--- config.mk ---
export PLATFORM = sky130hd
export DESIGN_NAME = row_tracker
export DESIGN_NICKNAME = d
export VERILOG_FILES = /design/src/rtl/rt_pkg.sv /design/src/rtl/rt_req_fifo.sv /design/src/rtl/rt_bank_slot.sv /design/src/rtl/rt_sequencer.sv /design/src/rtl/row_tracker.sv
export SDC_FILE = /design/constraint.sdc
export NUM_CORES = 1
export LEC_CHECK = 0
export ABC_AREA = 1
export BUFFER_PORTS_ARGS = -buffer_cell sky130_fd_sc_hd__buf_4
export CORE_MARGIN = 10
export CORE_UTILIZATION = 55
export CTS_CLUSTER_SIZE = 28
export DETAILED_ROUTE_END_ITERATION = 6
export PLACE_DENSITY = 0.75
export SLEW_MARGIN = 40
export SYNTH_ARGS = -nofsm -noshare
export SYNTH_HDL_FRONTEND = slang
export SYNTH_SLANG_ARGS = --single-unit
--- constraint.sdc ---
create_clock -name clk -period 3.2 [get_ports clk]
set_clock_uncertainty 0.2 [all_clocks]
set_input_delay 0.64 -clock clk [delete_from_list [all_inputs] [get_ports clk]]
set_output_delay 0.64 -clock clk [all_outputs]
set_load 0.01 [all_outputs]
--- src/rtl/rt_pkg.sv ---
// Shared definitions for the open-row tracker.
package rt_pkg;
    // Command code to the transfer stage; bit 1 set means a column command.
    typedef enum logic [1:0] {
        OP_PRE = 2'b00,
        OP_ACT = 2'b01,
        OP_RD  = 2'b10,
        OP_WR  = 2'b11
    } rt_op_e;
endpackage

--- src/rtl/rt_req_fifo.sv ---
// In-order request queue.
// Assumes DEPTH is a power of two; push is never given while full.
module rt_req_fifo #(
    parameter int W     = 8,
    parameter int DEPTH = 4,
    localparam int PW   = (DEPTH > 1) ? $clog2(DEPTH) : 1,
    localparam int CW   = $clog2(DEPTH + 1)
) (
    input  logic          clk,
    input  logic          rst_n,
    input  logic          push,
    input  logic [W-1:0]  din,
    input  logic          pop,
    output logic [W-1:0]  dout,
    output logic [CW-1:0] count
);
    logic [W-1:0]  mem [DEPTH];
    logic [PW-1:0] wp, rp;

    // Storage write.
    always_ff @(posedge clk) begin
        if (push) mem[wp] <= din;
    end

    // Pointer and occupancy update.
    always_ff @(posedge clk) begin
        if (!rst_n) begin
            wp    <= '0;
            rp    <= '0;
            count <= '0;
        end else begin
            if (push) wp <= wp + 1'b1;
            if (pop)  rp <= rp + 1'b1;
            count <= count + CW'(push) - CW'(pop);
        end
    end

    assign dout = mem[rp];
endmodule

--- src/rtl/rt_bank_slot.sv ---
// State of one bank: open flag, open row and three row-timing counters.
// Each counter loads its delay on the triggering command and counts to zero.
// A counter at zero allows the command it gates.
// Assumes at most one of act_fire / pre_fire per cycle.
module rt_bank_slot #(
    parameter int ROW_W = 12
) (
    input  logic             clk,
    input  logic             rst_n,
    input  logic             act_fire,
    input  logic             pre_fire,
    input  logic             inval_all,
    input  logic [ROW_W-1:0] act_row,
    input  logic [3:0]       cfg_tras,
    input  logic [3:0]       cfg_trp,
    input  logic [3:0]       cfg_trcd,
    output logic             is_open,
    output logic [ROW_W-1:0] open_row,
    output logic             tras_done,
    output logic             trp_done,
    output logic             trcd_done
);
    logic [3:0] tras_cnt, trp_cnt, trcd_cnt;

    // Open flag and row register.
    always_ff @(posedge clk) begin
        if (!rst_n) begin
            is_open  <= 1'b0;
            open_row <= '0;
        end else if (inval_all) begin
            is_open <= 1'b0;
        end else if (act_fire) begin
            is_open  <= 1'b1;
            open_row <= act_row;
        end else if (pre_fire) begin
            is_open <= 1'b0;
        end
    end

    // Row-timing countdowns.
    always_ff @(posedge clk) begin
        if (!rst_n) begin
            tras_cnt <= '0;
            trp_cnt  <= '0;
            trcd_cnt <= '0;
        end else begin
            if (act_fire)            tras_cnt <= cfg_tras;
            else if (tras_cnt != 0)  tras_cnt <= tras_cnt - 1'b1;
            if (act_fire)            trcd_cnt <= cfg_trcd;
            else if (trcd_cnt != 0)  trcd_cnt <= trcd_cnt - 1'b1;
            if (pre_fire)            trp_cnt  <= cfg_trp;
            else if (trp_cnt != 0)   trp_cnt  <= trp_cnt - 1'b1;
        end
    end

    assign tras_done = (tras_cnt == 0);
    assign trp_done  = (trp_cnt == 0);
    assign trcd_done = (trcd_cnt == 0);
endmodule

--- src/rtl/rt_sequencer.sv ---
// Picks the next command for the queue head from bank state.
// The order is: pending close first, then hit, miss-on-open and closed-bank handling.
// Assumes bank state is valid for the head bank index.
module rt_sequencer #(
    parameter int NB     = 4,
    parameter int ROW_W  = 12,
    parameter int COL_W  = 10,
    parameter int BA_W   = 2,
    parameter int ADDR_W = 12
) (
    input  logic                      clk,
    input  logic                      rst_n,
    input  logic                      head_valid,
    input  logic [BA_W-1:0]           hd_bank,
    input  logic [ROW_W-1:0]          hd_row,
    input  logic [COL_W-1:0]          hd_col,
    input  logic                      hd_write,
    input  logic                      hd_close,
    input  logic                      refresh,
    input  logic [NB-1:0]             pre_ok,
    input  logic                      act_ok,
    input  logic                      rd_ok,
    input  logic                      wr_ok,
    input  logic [NB-1:0]             bk_open,
    input  logic [NB-1:0][ROW_W-1:0]  bk_row,
    input  logic [NB-1:0]             bk_tras_done,
    input  logic [NB-1:0]             bk_trp_done,
    input  logic [NB-1:0]             bk_trcd_done,
    output logic                      cmd_valid,
    output rt_pkg::rt_op_e            cmd_op,
    output logic [BA_W-1:0]           cmd_bank,
    output logic [ADDR_W-1:0]         cmd_addr,
    output logic                      pop,
    output logic [NB-1:0]             act_fire,
    output logic [NB-1:0]             pre_fire
);
    import rt_pkg::*;

    logic            close_pend;
    logic [BA_W-1:0] close_bank;
    logic            set_close;

    // Command choice for this cycle.
    always_comb begin
        cmd_valid = 1'b0;
        cmd_op    = OP_PRE;
        cmd_bank  = hd_bank;
        cmd_addr  = '0;
        pop       = 1'b0;
        set_close = 1'b0;
        if (!refresh) begin
            if (close_pend) begin
                cmd_bank  = close_bank;
                cmd_valid = bk_tras_done[close_bank] && pre_ok[close_bank];
            end else if (head_valid) begin
                if (bk_open[hd_bank] && bk_row[hd_bank] == hd_row) begin
                    cmd_op    = hd_write ? OP_WR : OP_RD;
                    cmd_addr  = ADDR_W'(hd_col);
                    cmd_valid = bk_trcd_done[hd_bank] && (hd_write ? wr_ok : rd_ok);
                    pop       = cmd_valid;
                    set_close = cmd_valid && hd_close;
                end else if (bk_open[hd_bank]) begin
                    cmd_valid = bk_tras_done[hd_bank] && pre_ok[hd_bank];
                end else begin
                    cmd_op    = OP_ACT;
                    cmd_addr  = ADDR_W'(hd_row);
                    cmd_valid = bk_trp_done[hd_bank] && act_ok;
                end
            end
        end
    end

    // One-hot fire strobes to the bank slots.
    always_comb begin
        act_fire = '0;
        pre_fire = '0;
        act_fire[cmd_bank] = cmd_valid && (cmd_op == OP_ACT);
        pre_fire[cmd_bank] = cmd_valid && (cmd_op == OP_PRE);
    end

    // Pending close after a request carrying the close hint.
    always_ff @(posedge clk) begin
        if (!rst_n) begin
            close_pend <= 1'b0;
            close_bank <= '0;
        end else if (refresh) begin
            close_pend <= 1'b0;
        end else if (set_close) begin
            close_pend <= 1'b1;
            close_bank <= hd_bank;
        end else if (close_pend && cmd_valid) begin
            close_pend <= 1'b0;
        end
    end
endmodule

--- src/rtl/row_tracker.sv ---
// Per-bank open-row tracker: queues sub-requests, resolves hit/miss against
// each bank's open row and issues precharge/activate/column commands.
// Assumes cfg inputs are static during traffic and DEPTH is a power of two.
module row_tracker #(
    parameter int NB     = 4,
    parameter int ROW_W  = 12,
    parameter int COL_W  = 10,
    parameter int DEPTH  = 4,
    localparam int BA_W   = (NB > 1) ? $clog2(NB) : 1,
    localparam int ADDR_W = (ROW_W > COL_W) ? ROW_W : COL_W
) (
    input  logic              clk,
    input  logic              rst_n,
    input  logic [3:0]        cfg_tras,
    input  logic [3:0]        cfg_trp,
    input  logic [3:0]        cfg_trcd,
    input  logic [1:0]        cfg_depth,
    input  logic              req_valid,
    output logic              req_ready,
    input  logic [BA_W-1:0]   req_bank,
    input  logic [ROW_W-1:0]  req_row,
    input  logic [COL_W-1:0]  req_col,
    input  logic              req_write,
    input  logic              req_close,
    input  logic              refresh,
    input  logic [NB-1:0]     pre_ok,
    input  logic              act_ok,
    input  logic              rd_ok,
    input  logic              wr_ok,
    output logic              cmd_valid,
    output logic [1:0]        cmd_op,
    output logic [BA_W-1:0]   cmd_bank,
    output logic [ADDR_W-1:0] cmd_addr
);
    localparam int RW = 2 + BA_W + ROW_W + COL_W;
    localparam int CW = $clog2(DEPTH + 1);

    logic [RW-1:0]            q_din, q_dout;
    logic [CW-1:0]            q_count, limit;
    logic                     push, pop;
    logic                     hd_write, hd_close;
    logic [BA_W-1:0]          hd_bank;
    logic [ROW_W-1:0]         hd_row;
    logic [COL_W-1:0]         hd_col;
    logic [NB-1:0]            act_fire, pre_fire;
    logic [NB-1:0]            bk_open, bk_tras_done, bk_trp_done, bk_trcd_done;
    logic [NB-1:0][ROW_W-1:0] bk_row;
    rt_pkg::rt_op_e           op_e;

    // Queue limit from configuration, clamped to physical depth.
    always_comb begin
        limit = CW'(cfg_depth) + 1'b1;
        if (limit > CW'(DEPTH)) limit = CW'(DEPTH);
    end

    assign req_ready = (q_count < limit);
    assign push      = req_valid && req_ready;
    assign q_din     = {req_write, req_close, req_bank, req_row, req_col};
    assign {hd_write, hd_close, hd_bank, hd_row, hd_col} = q_dout;

    rt_req_fifo #(.W(RW), .DEPTH(DEPTH)) u_fifo (
        .clk   (clk),
        .rst_n (rst_n),
        .push  (push),
        .din   (q_din),
        .pop   (pop),
        .dout  (q_dout),
        .count (q_count)
    );

    for (genvar b = 0; b < NB; b++) begin : g_bank
        rt_bank_slot #(.ROW_W(ROW_W)) u_slot (
            .clk       (clk),
            .rst_n     (rst_n),
            .act_fire  (act_fire[b]),
            .pre_fire  (pre_fire[b]),
            .inval_all (refresh),
            .act_row   (hd_row),
            .cfg_tras  (cfg_tras),
            .cfg_trp   (cfg_trp),
            .cfg_trcd  (cfg_trcd),
            .is_open   (bk_open[b]),
            .open_row  (bk_row[b]),
            .tras_done (bk_tras_done[b]),
            .trp_done  (bk_trp_done[b]),
            .trcd_done (bk_trcd_done[b])
        );
    end

    rt_sequencer #(
        .NB(NB), .ROW_W(ROW_W), .COL_W(COL_W), .BA_W(BA_W), .ADDR_W(ADDR_W)
    ) u_seq (
        .clk          (clk),
        .rst_n        (rst_n),
        .head_valid   (q_count != 0),
        .hd_bank      (hd_bank),
        .hd_row       (hd_row),
        .hd_col       (hd_col),
        .hd_write     (hd_write),
        .hd_close     (hd_close),
        .refresh      (refresh),
        .pre_ok       (pre_ok),
        .act_ok       (act_ok),
        .rd_ok        (rd_ok),
        .wr_ok        (wr_ok),
        .bk_open      (bk_open),
        .bk_row       (bk_row),
        .bk_tras_done (bk_tras_done),
        .bk_trp_done  (bk_trp_done),
        .bk_trcd_done (bk_trcd_done),
        .cmd_valid    (cmd_valid),
        .cmd_op       (op_e),
        .cmd_bank     (cmd_bank),
        .cmd_addr     (cmd_addr),
        .pop          (pop),
        .act_fire     (act_fire),
        .pre_fire     (pre_fire)
    );

    assign cmd_op = op_e;
endmodule

==> results of run 1 <==
[cell usage after synthesis, drive strengths merged]
| cell type | number | area share [%] |
|---|---|---|
| nand4 | 21 | 2.0 |
| nor2 | 129 | 4.7 |
| a32o | 7 | 0.66 |
| clkinv | 1 | 0.035 |
| a32oi | 1 | 0.15 |
| xor2 | 15 | 1.2 |
| fa | 1 | 0.19 |
| o21ai | 101 | 4.8 |
| ha | 33 | 3.9 |
| and2 | 1 | 0.059 |
| nand3b | 5 | 0.35 |
| buf | 39 | 2.5 |
| a31oi | 2 | 0.12 |
| edfxtp | 104 | 29 |
| nand2 | 267 | 9.8 |
| dfxtp | 112 | 21 |
| xnor2 | 24 | 2.0 |
| a21oi | 99 | 4.7 |
| a31o | 1 | 0.083 |
| a22oi | 2 | 0.14 |
| o211ai | 7 | 0.50 |
| o22ai | 8 | 0.65 |
| clkbuf | 14 | 0.50 |
| a221o | 1 | 0.094 |
| nor3 | 13 | 0.61 |
| nand3 | 90 | 4.6 |
| a211oi | 1 | 0.071 |
| inv | 110 | 4.0 |
| or2 | 16 | 0.94 |
[cells by family (layout without fill, tap and decap cells)]
| group | after synthesis | in the layout | share of synthesized area [%] |
|---|---|---|---|
| compound gates | 230 | 230 | 12.0 |
| flops | 216 | 216 | 50.6 |
| fa+ha+maj | 34 | 34 | 4.08 |
| xor+xnor | 39 | 39 | 3.22 |
| simple gates | 542 | 547 | 23.1 |
| buf+inv | 164 | 356 | 7.01 |
[power by group through the flow]
| stage | Clock, mW | Sequential, mW | Combinational, mW |
|---|---|---|---|
| floorplan | 0 | 3.64 | 2.62 |
| global placement | 0 | 3.68 | 3.49 |
| detailed placement | 0 | 3.69 | 3.61 |
| finish | 2.81 | 3.65 | 4.01 |
| global route | 2.97 | 3.69 | 4.51 |
| CTS | 2.84 | 3.64 | 3.76 |
[per-stage QoR]
step                total power [mW]  instance area (sq um)
floorplan                       6.25                  10600
global placement                7.17                  12100
detailed placement              7.30                  12100
CTS                             10.2                  13300
global route                    11.2                  13700
finish                          10.5                  13700
[critical path: stages, from the launching register on]
cell	delay [ps]
dfxtp_2	360
buf_12	130
clkinv_8	70
nand2_4	60
nand3_4	140
nand2_8	160
buf_6	120
nand2_2	50
nand3_2	60
nand2_2	70
buf_6	120
nand2_2	40
nand2_1	50
nor2_1	90
nand2_1	110
nor2_2	130
nand2_2	90
nor2_2	130
buf_6	160
a32o_2	210
buf_6	110
[metal layers]
metal / part of all wire (%) / wire [microns] / track usage [%]
met4: 3.1 / 891 / 7.88
met2: 49 / 14000 / 36.1
met1: 40 / 11400 / 25.6
met5: 0 / 0 / 0
met3: 8.1 / 2330 / 4.16
[what timing repair did]
item,4_1_cts,5_1_grt
buffers inserted,10,11
cloned,3,5
pin swaps,9,25
endpoints found under the setup margin,114,121
resized for setup,60,89
[area by class of cell]
class                      instances  area [sq um]
clock inverter                    12           136
sequential                       216          5370
clock buffer                      32           668
fill                            1340          5100
multi-input combinational        850          4940
inverter                         111           444
timing repair buffer             201          1850
tap                              260           325
[how the worst max path moves through the flow]
stage,from,to,depth (start not counted)
floorplan,cfg_depth[0],u_fifo.mem[0][0],8
global placement,register,u_fifo.count[2],26
detailed placement,register,u_fifo.count[2],26
CTS,register,cmd_addr[6],19
global route,register,cmd_addr[8],20
finish,register,cmd_addr[8],20
[sequential cells by signal, indices dropped and copies added, names as in the netlist, 3 cells and up, named ones only]
name,cells
g_bank.u_slot.trp_cnt,16
g_bank.u_slot.is_open,4
u_fifo.mem,104
g_bank.u_slot.open_row,48
u_fifo.count,3
g_bank.u_slot.tras_cnt,16
g_bank.u_slot.trcd_cnt,16
==> out/qor.txt, run 1 <==
CTS H-tree lvls: 1
Slew headroom: 46.2%
io pins: 69
Critical Path AT: 3000 ps
Post-Syn Instances: 1,225
number of global-route vias before repair: 9,011
PwrDens: 763 nW/um^2
# nets final: 1,489
yosys warns: 0
fin crit period: 3840 ps
most common cell after layout, fill and taps aside: nand2_1
Wirelength per Cell: 17.0 microns
worst slack at placement: -352 ps
1st-iter DRT viols: 570
Die H: 159 microns
most frequent cells in the layout: nand2_1 (236), buf_4 (157), nor2_1 (113)
status: complete, but fails checks
Int Pwr: 6.87 mW
core area: 18,800 sq um
unrepaired setup endpoints after global routing: true
sequential-to-total area share from yosys stat: 50.6%
endpoints failing hold: 0
Vias: 9,215
total CTS buffers: 24
Port Buf Inserts: 68
HP Class: in2reg
clock tree from TritonCTS: built
drt pass-1 iters: 5
Antenna Cells: 0
Hold Crit Depth: 1
Hold-fix buffers, CTS: 0
Initial Util: 56.3%
critical path startpoint category: register
R2R setup slack: -480 ps
final worst-path cycle share: 120%
reg2reg end: u_fifo.count[2]
Final setup viols: 110
Die ar.: 25,200 sq um
largest net degree at the start of global routing: 60
DRC: 0
Switching Share: 34.4%
critical path data required time: 2360 ps
Worst IR Drop VDD: 0.521 mV
R2R depth: 24
failing checks: setup timing
first-pass GRT wire length: 45.0 mm
WL final: 28.6 mm
Max-Cap Viols: 0
Post-DP HPWL: 18.6 mm
sw power: 3.60 mW
setup TNS: -18,130 ps
Worst-Margin Slew: 804 ps
Clock Power Share: 26.8%
final worst slack: -643 ps
fmax: 260 MHz
initial antenna violation count: 0
gr usage total: 21.1%
min-delay src: req_col[2]
CP max FO: 8
Logic pwr share: 38.3%
Via density: 5.48
final core utilization: 72.9%
Final ANT Viol Nets: 0
syn_nets: 1,310
Unique masters post-synth: 49
synthesized area: 10,600 sq um
Leak Pwr: 5.75 nW
Worst-Skew Late Latency: 530 ps
clock tree buffer depth: 3
row cnt: 50
grt total ovfl: 0
Final Max Tran Viols: 0
Crit Path Class: reg2out
Final Non-Filler Cells: 1,682
layout overhead on the synthesized area: 29.4%
root buf cell: clkbuf_16
clock sink total: 216
Mean Syn Cell Area: 8.66 sq um
Reg power frac: 34.8%
hold path endpoint: u_fifo.mem[3][2]
routability cong.: 0.920
Setup crit end kind: primary output
Die Span X: 159 microns
Cells after DPL: 1,609
clk slew on worst S/H paths: 60 ps
hold slack: 117 ps
layout cell share with drive strength beyond 1: 26.4%
Yosys reg bits: 216
No activity file was read; power rests on OpenSTA's default activity.
==> run 2, diff against run 1 <==
Settings changed: ABC_AREA 1 to not set.
==> out/qor.txt, run 2 <==
Die H: 157 microns
Critical Path AT: 3390 ps
ys flop type: dfxtp_1
Worst IR Drop VDD: 0.484 mV
hold slack: 129 ps
largest net degree at the start of global routing: 52
status: complete, but fails checks
Final setup viols: 59
sequential-to-total area share from yosys stat: 52.2%
gr usage total: 19.0%
Via density: 5.67
endpoints failing hold: 0
routed wl met2: 11.4 mm
grt total ovfl: 0
number of synthesized flops with an enable pin: 104
Die Span X: 157 microns
Final ANT Viol Nets: 0
most frequent cells after synthesis: nand2_1 (154), dfxtp_1 (112), edfxtp_1 (104)
PwrDens: 800 nW/um^2
final worst-path cycle share: 132%
worst slack at placement: -736 ps
WL final: 23.6 mm
number of global-route vias before repair: 7,129
highest metal used: met4
final worst slack: -1030 ps
Crit Path Class: reg2out
unrepaired setup endpoints after global routing: true
initial antenna violation count: 0
cell with the most instances after synthesis: nand2_1
fin crit period: 4230 ps
routability cong.: 0.840
core area: 18,100 sq um
failing checks: setup timing
Die ar.: 24,500 sq um
Synth async-reset ratio: 0%
Post-DP HPWL: 15.8 mm
CP max FO: 13
Storage cell area: 5370 sq um
Post-Syn Instances: 885
most frequent cells in the layout: nand2_1 (152), buf_4 (141), dfxtp_1 (110)
synthesized area: 10,300 sq um
# nets final: 1,119
DRC: 0
Synth area leaders: edfxtp_1 (30%), dfxtp_1 (22%), mux4_2 (6.4%)
Yosys reg bits: 216
Metal-1 WL: 10.3 mm
Worst-Skew Late Latency: 510 ps
area share of the largest cell type after synthesis: 30.4%
critical path startpoint category: register
Antenna Cells: 0
HP Class: in2reg
1st-iter DRT viols: 469
Setup crit end kind: primary output
Port Buf Inserts: 68
Wirelength per Cell: 18.5 microns
largest registers: u_fifo.mem (104), g_bank.u_slot.open_row (48)
first-pass GRT wire length: 37.5 mm
yosys warns: 0
area leader, netlist: edfxtp_1
Mean Syn Cell Area: 11.6 sq um
io pins: 69
clock tree from TritonCTS: built
critical path data required time: 2360 ps
fmax: 237 MHz
Max-Cap Viols: 0
most common cell after layout, fill and taps aside: nand2_1
clock sink total: 216
Largest register FFs: 104
Worst-Margin Slew: 616 ps
Leak Pwr: 4.93 nW
fillers: 1,307
layout cell share with drive strength beyond 1: 25.3%
CTS H-tree lvls: 1
Unique masters post-synth: 55
Slew headroom: 58.9%
met3 wire len: 1.47 mm
Most flops, register: u_fifo.mem
clk slew on worst S/H paths: 60 ps
root buf cell: clkbuf_16
Initial Util: 56.6%
Hold-fix buffers, CTS: 0
syn_nets: 970
area occupied by multi-input gates: 4670 sq um
total CTS buffers: 22
drt pass-1 iters: 5
clock tree buffer depth: 3
layout overhead on the synthesized area: 22.6%
row cnt: 49
Vias: 7,236
Final Max Tran Viols: 0
[run 2: stage by stage]
step / std cells / total power [mW] / TNS [ps] / instance area (sq um) / util (%)
floorplan: 885 / 6.31 / -4370 / 10300 / -
global placement: 1223 / 7.47 / -7020 / 11600 / 64.1
detailed placement: 1223 / 7.56 / -10660 / 11600 / 64.1
CTS: 1270 / 10.1 / -17660 / 12500 / 68.6
global route: 1277 / 10.7 / -27590 / 12600 / 69.4
finish: 1277 / 10.1 / -17420 / 12600 / 69.4
[run 2: what timing repair did]
item                                    CTS  global route
gates resized for setup                  10            21
pin swaps                                 6             2
buffers inserted                          5             7
gates cloned                              4             0
endpoints found under the setup margin  107           127
[run 2: per-layer routing]
metal  vias up  track usage, %
li1       3456               -
met1      3512            25.0
met2       224            31.7
met3        44            3.48
met4         0            4.67
met5         -               0
[run 2: kinds of logic after synthesis]
group,synth area share (%)
adder cells (fa/ha/maj),4.21
AO/OA/AOI/OAI,9.68
multiplexers,12.4
flip-flops,52.2
AND/OR/NAND/NOR,14.7
XOR/XNOR,3.62
buffers and inverters,3.24
[run 2: path summary, 6_finish.rpt]
kind                             endpoint                          from  slack [ps]  depth (start not counted)
max reg2reg               u_fifo.count[2]                      register        -950                         18
min reg2reg  g_bank[3].u_slot.open_row[7]  g_bank[3].u_slot.open_row[7]         250                          2
max                           cmd_addr[9]                      register       -1030                         12
min                     u_fifo.mem[2][18]                    req_row[8]         130                          1
[run 2: where the power goes]
group          switching (mW)  internal [mW]  leakage [nW]  total (mW)
sequential              0.281           3.45          1.86        3.73
combinational            1.97           1.95          2.74        3.92
clock                    1.02           1.40         0.331        2.42
[run 2: final cells by class]
type	instances	area share [%]
repair buffers	165	11.7
multi-input cells	595	37.1
flip-flops and latches	216	42.6
clock inverters	8	0.586
well taps	229	2.27
inverters	34	1.01
clock buffers	30	4.78
[run 2: worst max-delay path, cell delays in order (launching register included)]
cell and delay [ps]:
dfxtp_2 360, mux4_2 560, buf_12 180, buf_4 130, mux2i_1 170, mux2i_1 110
xnor2_1 230, nand4_1 150, nor4_2 360, buf_4 180, and2_4 170, a22o_1 170
buf_6 110
==> run 3, diff against run 2 <==
Settings changed: CTS_BUF_LIST set to sky130_fd_sc_hd__clkbuf_2.
==> out/qor.txt, run 3 (same netlist as run 2, synthesis figures left out) <==
status: complete, but fails checks
failing checks: setup timing
io pins: 69
Overall Power: 9.58 mW
Leak Pwr: 5.23 nW
hold slack: 30.0 ps
Final Non-Filler Cells: 1,380
final worst slack: -1280 ps
Most flops, register: u_fifo.mem
Crit Path Class: reg2out
HP Class: in2reg
WL final: 24.9 mm
setup TNS: -21,650 ps
Reg power frac: 38.9%
Final ANT Viol Nets: 0
most common cell after layout, fill and taps aside: nand2_1
1st-iter DRT viols: 433
Max-Cap Viols: 0
Initial Util: 56.6%
hold path endpoint: g_bank[2].u_slot.trp_cnt[3]
Int Pwr: 6.17 mW
root buf cell: clkbuf_2
clock tree buffer depth: 3
fmax: 223 MHz
Clock Power Share: 18.5%
clock tree from TritonCTS: built
Largest register FFs: 104
gr usage total: 19.7%
core area: 18,100 sq um
sw power: 3.41 mW
initial antenna violation count: 1
final worst-path cycle share: 140%
critical path startpoint category: register
reg2reg end: u_fifo.count[2]
fin crit period: 4480 ps
unrepaired setup endpoints after global routing: true
Port Buf Inserts: 68
Worst-Skew Late Latency: 830 ps
CP max FO: 14
R2R setup slack: -870 ps
worst slack at placement: -736 ps
Die H: 157 microns
Vias: 7,595
Die ar.: 24,500 sq um
Die Span X: 157 microns
DRC: 0
largest net degree at the start of global routing: 52
PwrDens: 738 nW/um^2
critical path data required time: 2360 ps
clock sink total: 216
row cnt: 49
min-delay src: cfg_trp[3]
# nets final: 1,196
routability cong.: 0.840
DP Area: 11,600 sq um
R2R depth: 17
grt total ovfl: 0
most frequent cells in the layout: nand2_1 (150), buf_4 (143), dfxtp_1 (110)
CTS H-tree lvls: 2
largest registers: u_fifo.mem (104), g_bank.u_slot.open_row (48)
Cells after DPL: 1,223
clk slew on worst S/H paths: 100 ps
Final setup viols: 52
Critical Path AT: 3640 ps
drt pass-1 iters: 4
Hold Crit Depth: 3
Via density: 5.50
layout cell share with drive strength beyond 1: 29.7%
number of global-route vias before repair: 7,592
endpoints failing hold: 0
Design Area, Final: 13,000 sq um
Slew headroom: 51.8%
Final Max Tran Viols: 0
Worst-Margin Slew: 723 ps
first-pass GRT wire length: 38.8 mm
RR Startpoint: u_fifo.mem[1][23]
Worst IR Drop VDD: 0.423 mV
layout overhead on the synthesized area: 26.4%
Switching Share: 35.6%
Wirelength per Cell: 18.0 microns
Post-DP HPWL: 15.8 mm
critical path startpoint: u_fifo.mem[1][23]
total CTS buffers: 52
Setup crit end kind: primary output
Logic pwr share: 42.7%
final core utilization: 71.6%
-- run 3: cell types whose count changed in the layout (fill, tap and decap cells not counted), sizes merged --
| cell | change |
|---|---|
| clkbuf | +53 |
| dlygate4sd3 | +36 |
| buf | +12 |
| clkinv | +3 |
| bufbuf | -2 |
| bufinv | -1 |
| clkinvlp | +1 |
| diode | +1 |
-- run 3: worst max-delay path by stage --
stage	endpoint	cells after the start
6_report	cmd_valid	11
2_1_floorplan	u_fifo.count[2]	18
5_1_grt	cmd_valid	11
3_5_place_dp	u_fifo.count[2]	16
4_1_cts	cmd_addr[8]	12
3_3_place_gp	u_fifo.count[2]	16
-- run 3: timing repair --
action                     CTS  global route
resized for setup           17            67
cloned                       3             1
buffers inserted             6            17
pin swaps                    4             9
setup endpoints to repair  112           127
hold buffers                36             0
hold endpoints to repair   136             0
-- run 3: power groups by stage --
stage / clock network (mW) / registers (mW) / logic [mW]
global route: 1.97 / 3.78 / 4.52
detailed placement: 0 / 3.79 / 3.78
finish: 1.77 / 3.72 / 4.09
floorplan: 0 / 3.71 / 2.60
global placement: 0 / 3.77 / 3.70
CTS: 1.79 / 3.72 / 3.90
-- run 3: area by class of cell --
cell class              count  area [sq um]
clock inverters            11          51.3
well taps                 229           287
diodes                      1          2.50
flip-flops and latches    216          5370
inverters                  34           128
multi-input cells         595          4740
clock buffers              82           410
fillers                  1304          5160
repair buffers            212          2000
-- run 3: critical path: stages (launching register included) --
cell      delay, ps
edfxtp_1        390
mux4_2          540
buf_12          190
mux2i_1         160
mux2i_1         100
xnor2_1         230
nand4_1         210
nor4_4          400
buf_4           200
o31ai_4          60
o21bai_4        180
buf_4           150
-- run 3: routing by layer --
| layer | wire, microns | vias up | GRT usage [%] |
|---|---|---|---|
| li1 | - | 3640 | - |
| met1 | 10500 | 3665 | 24.3 |
| met2 | 12100 | 231 | 32.8 |
| met3 | 1790 | 59 | 5.46 |
| met5 | 0 | - | 0 |
| met4 | 540 | 0 | 6.20 |
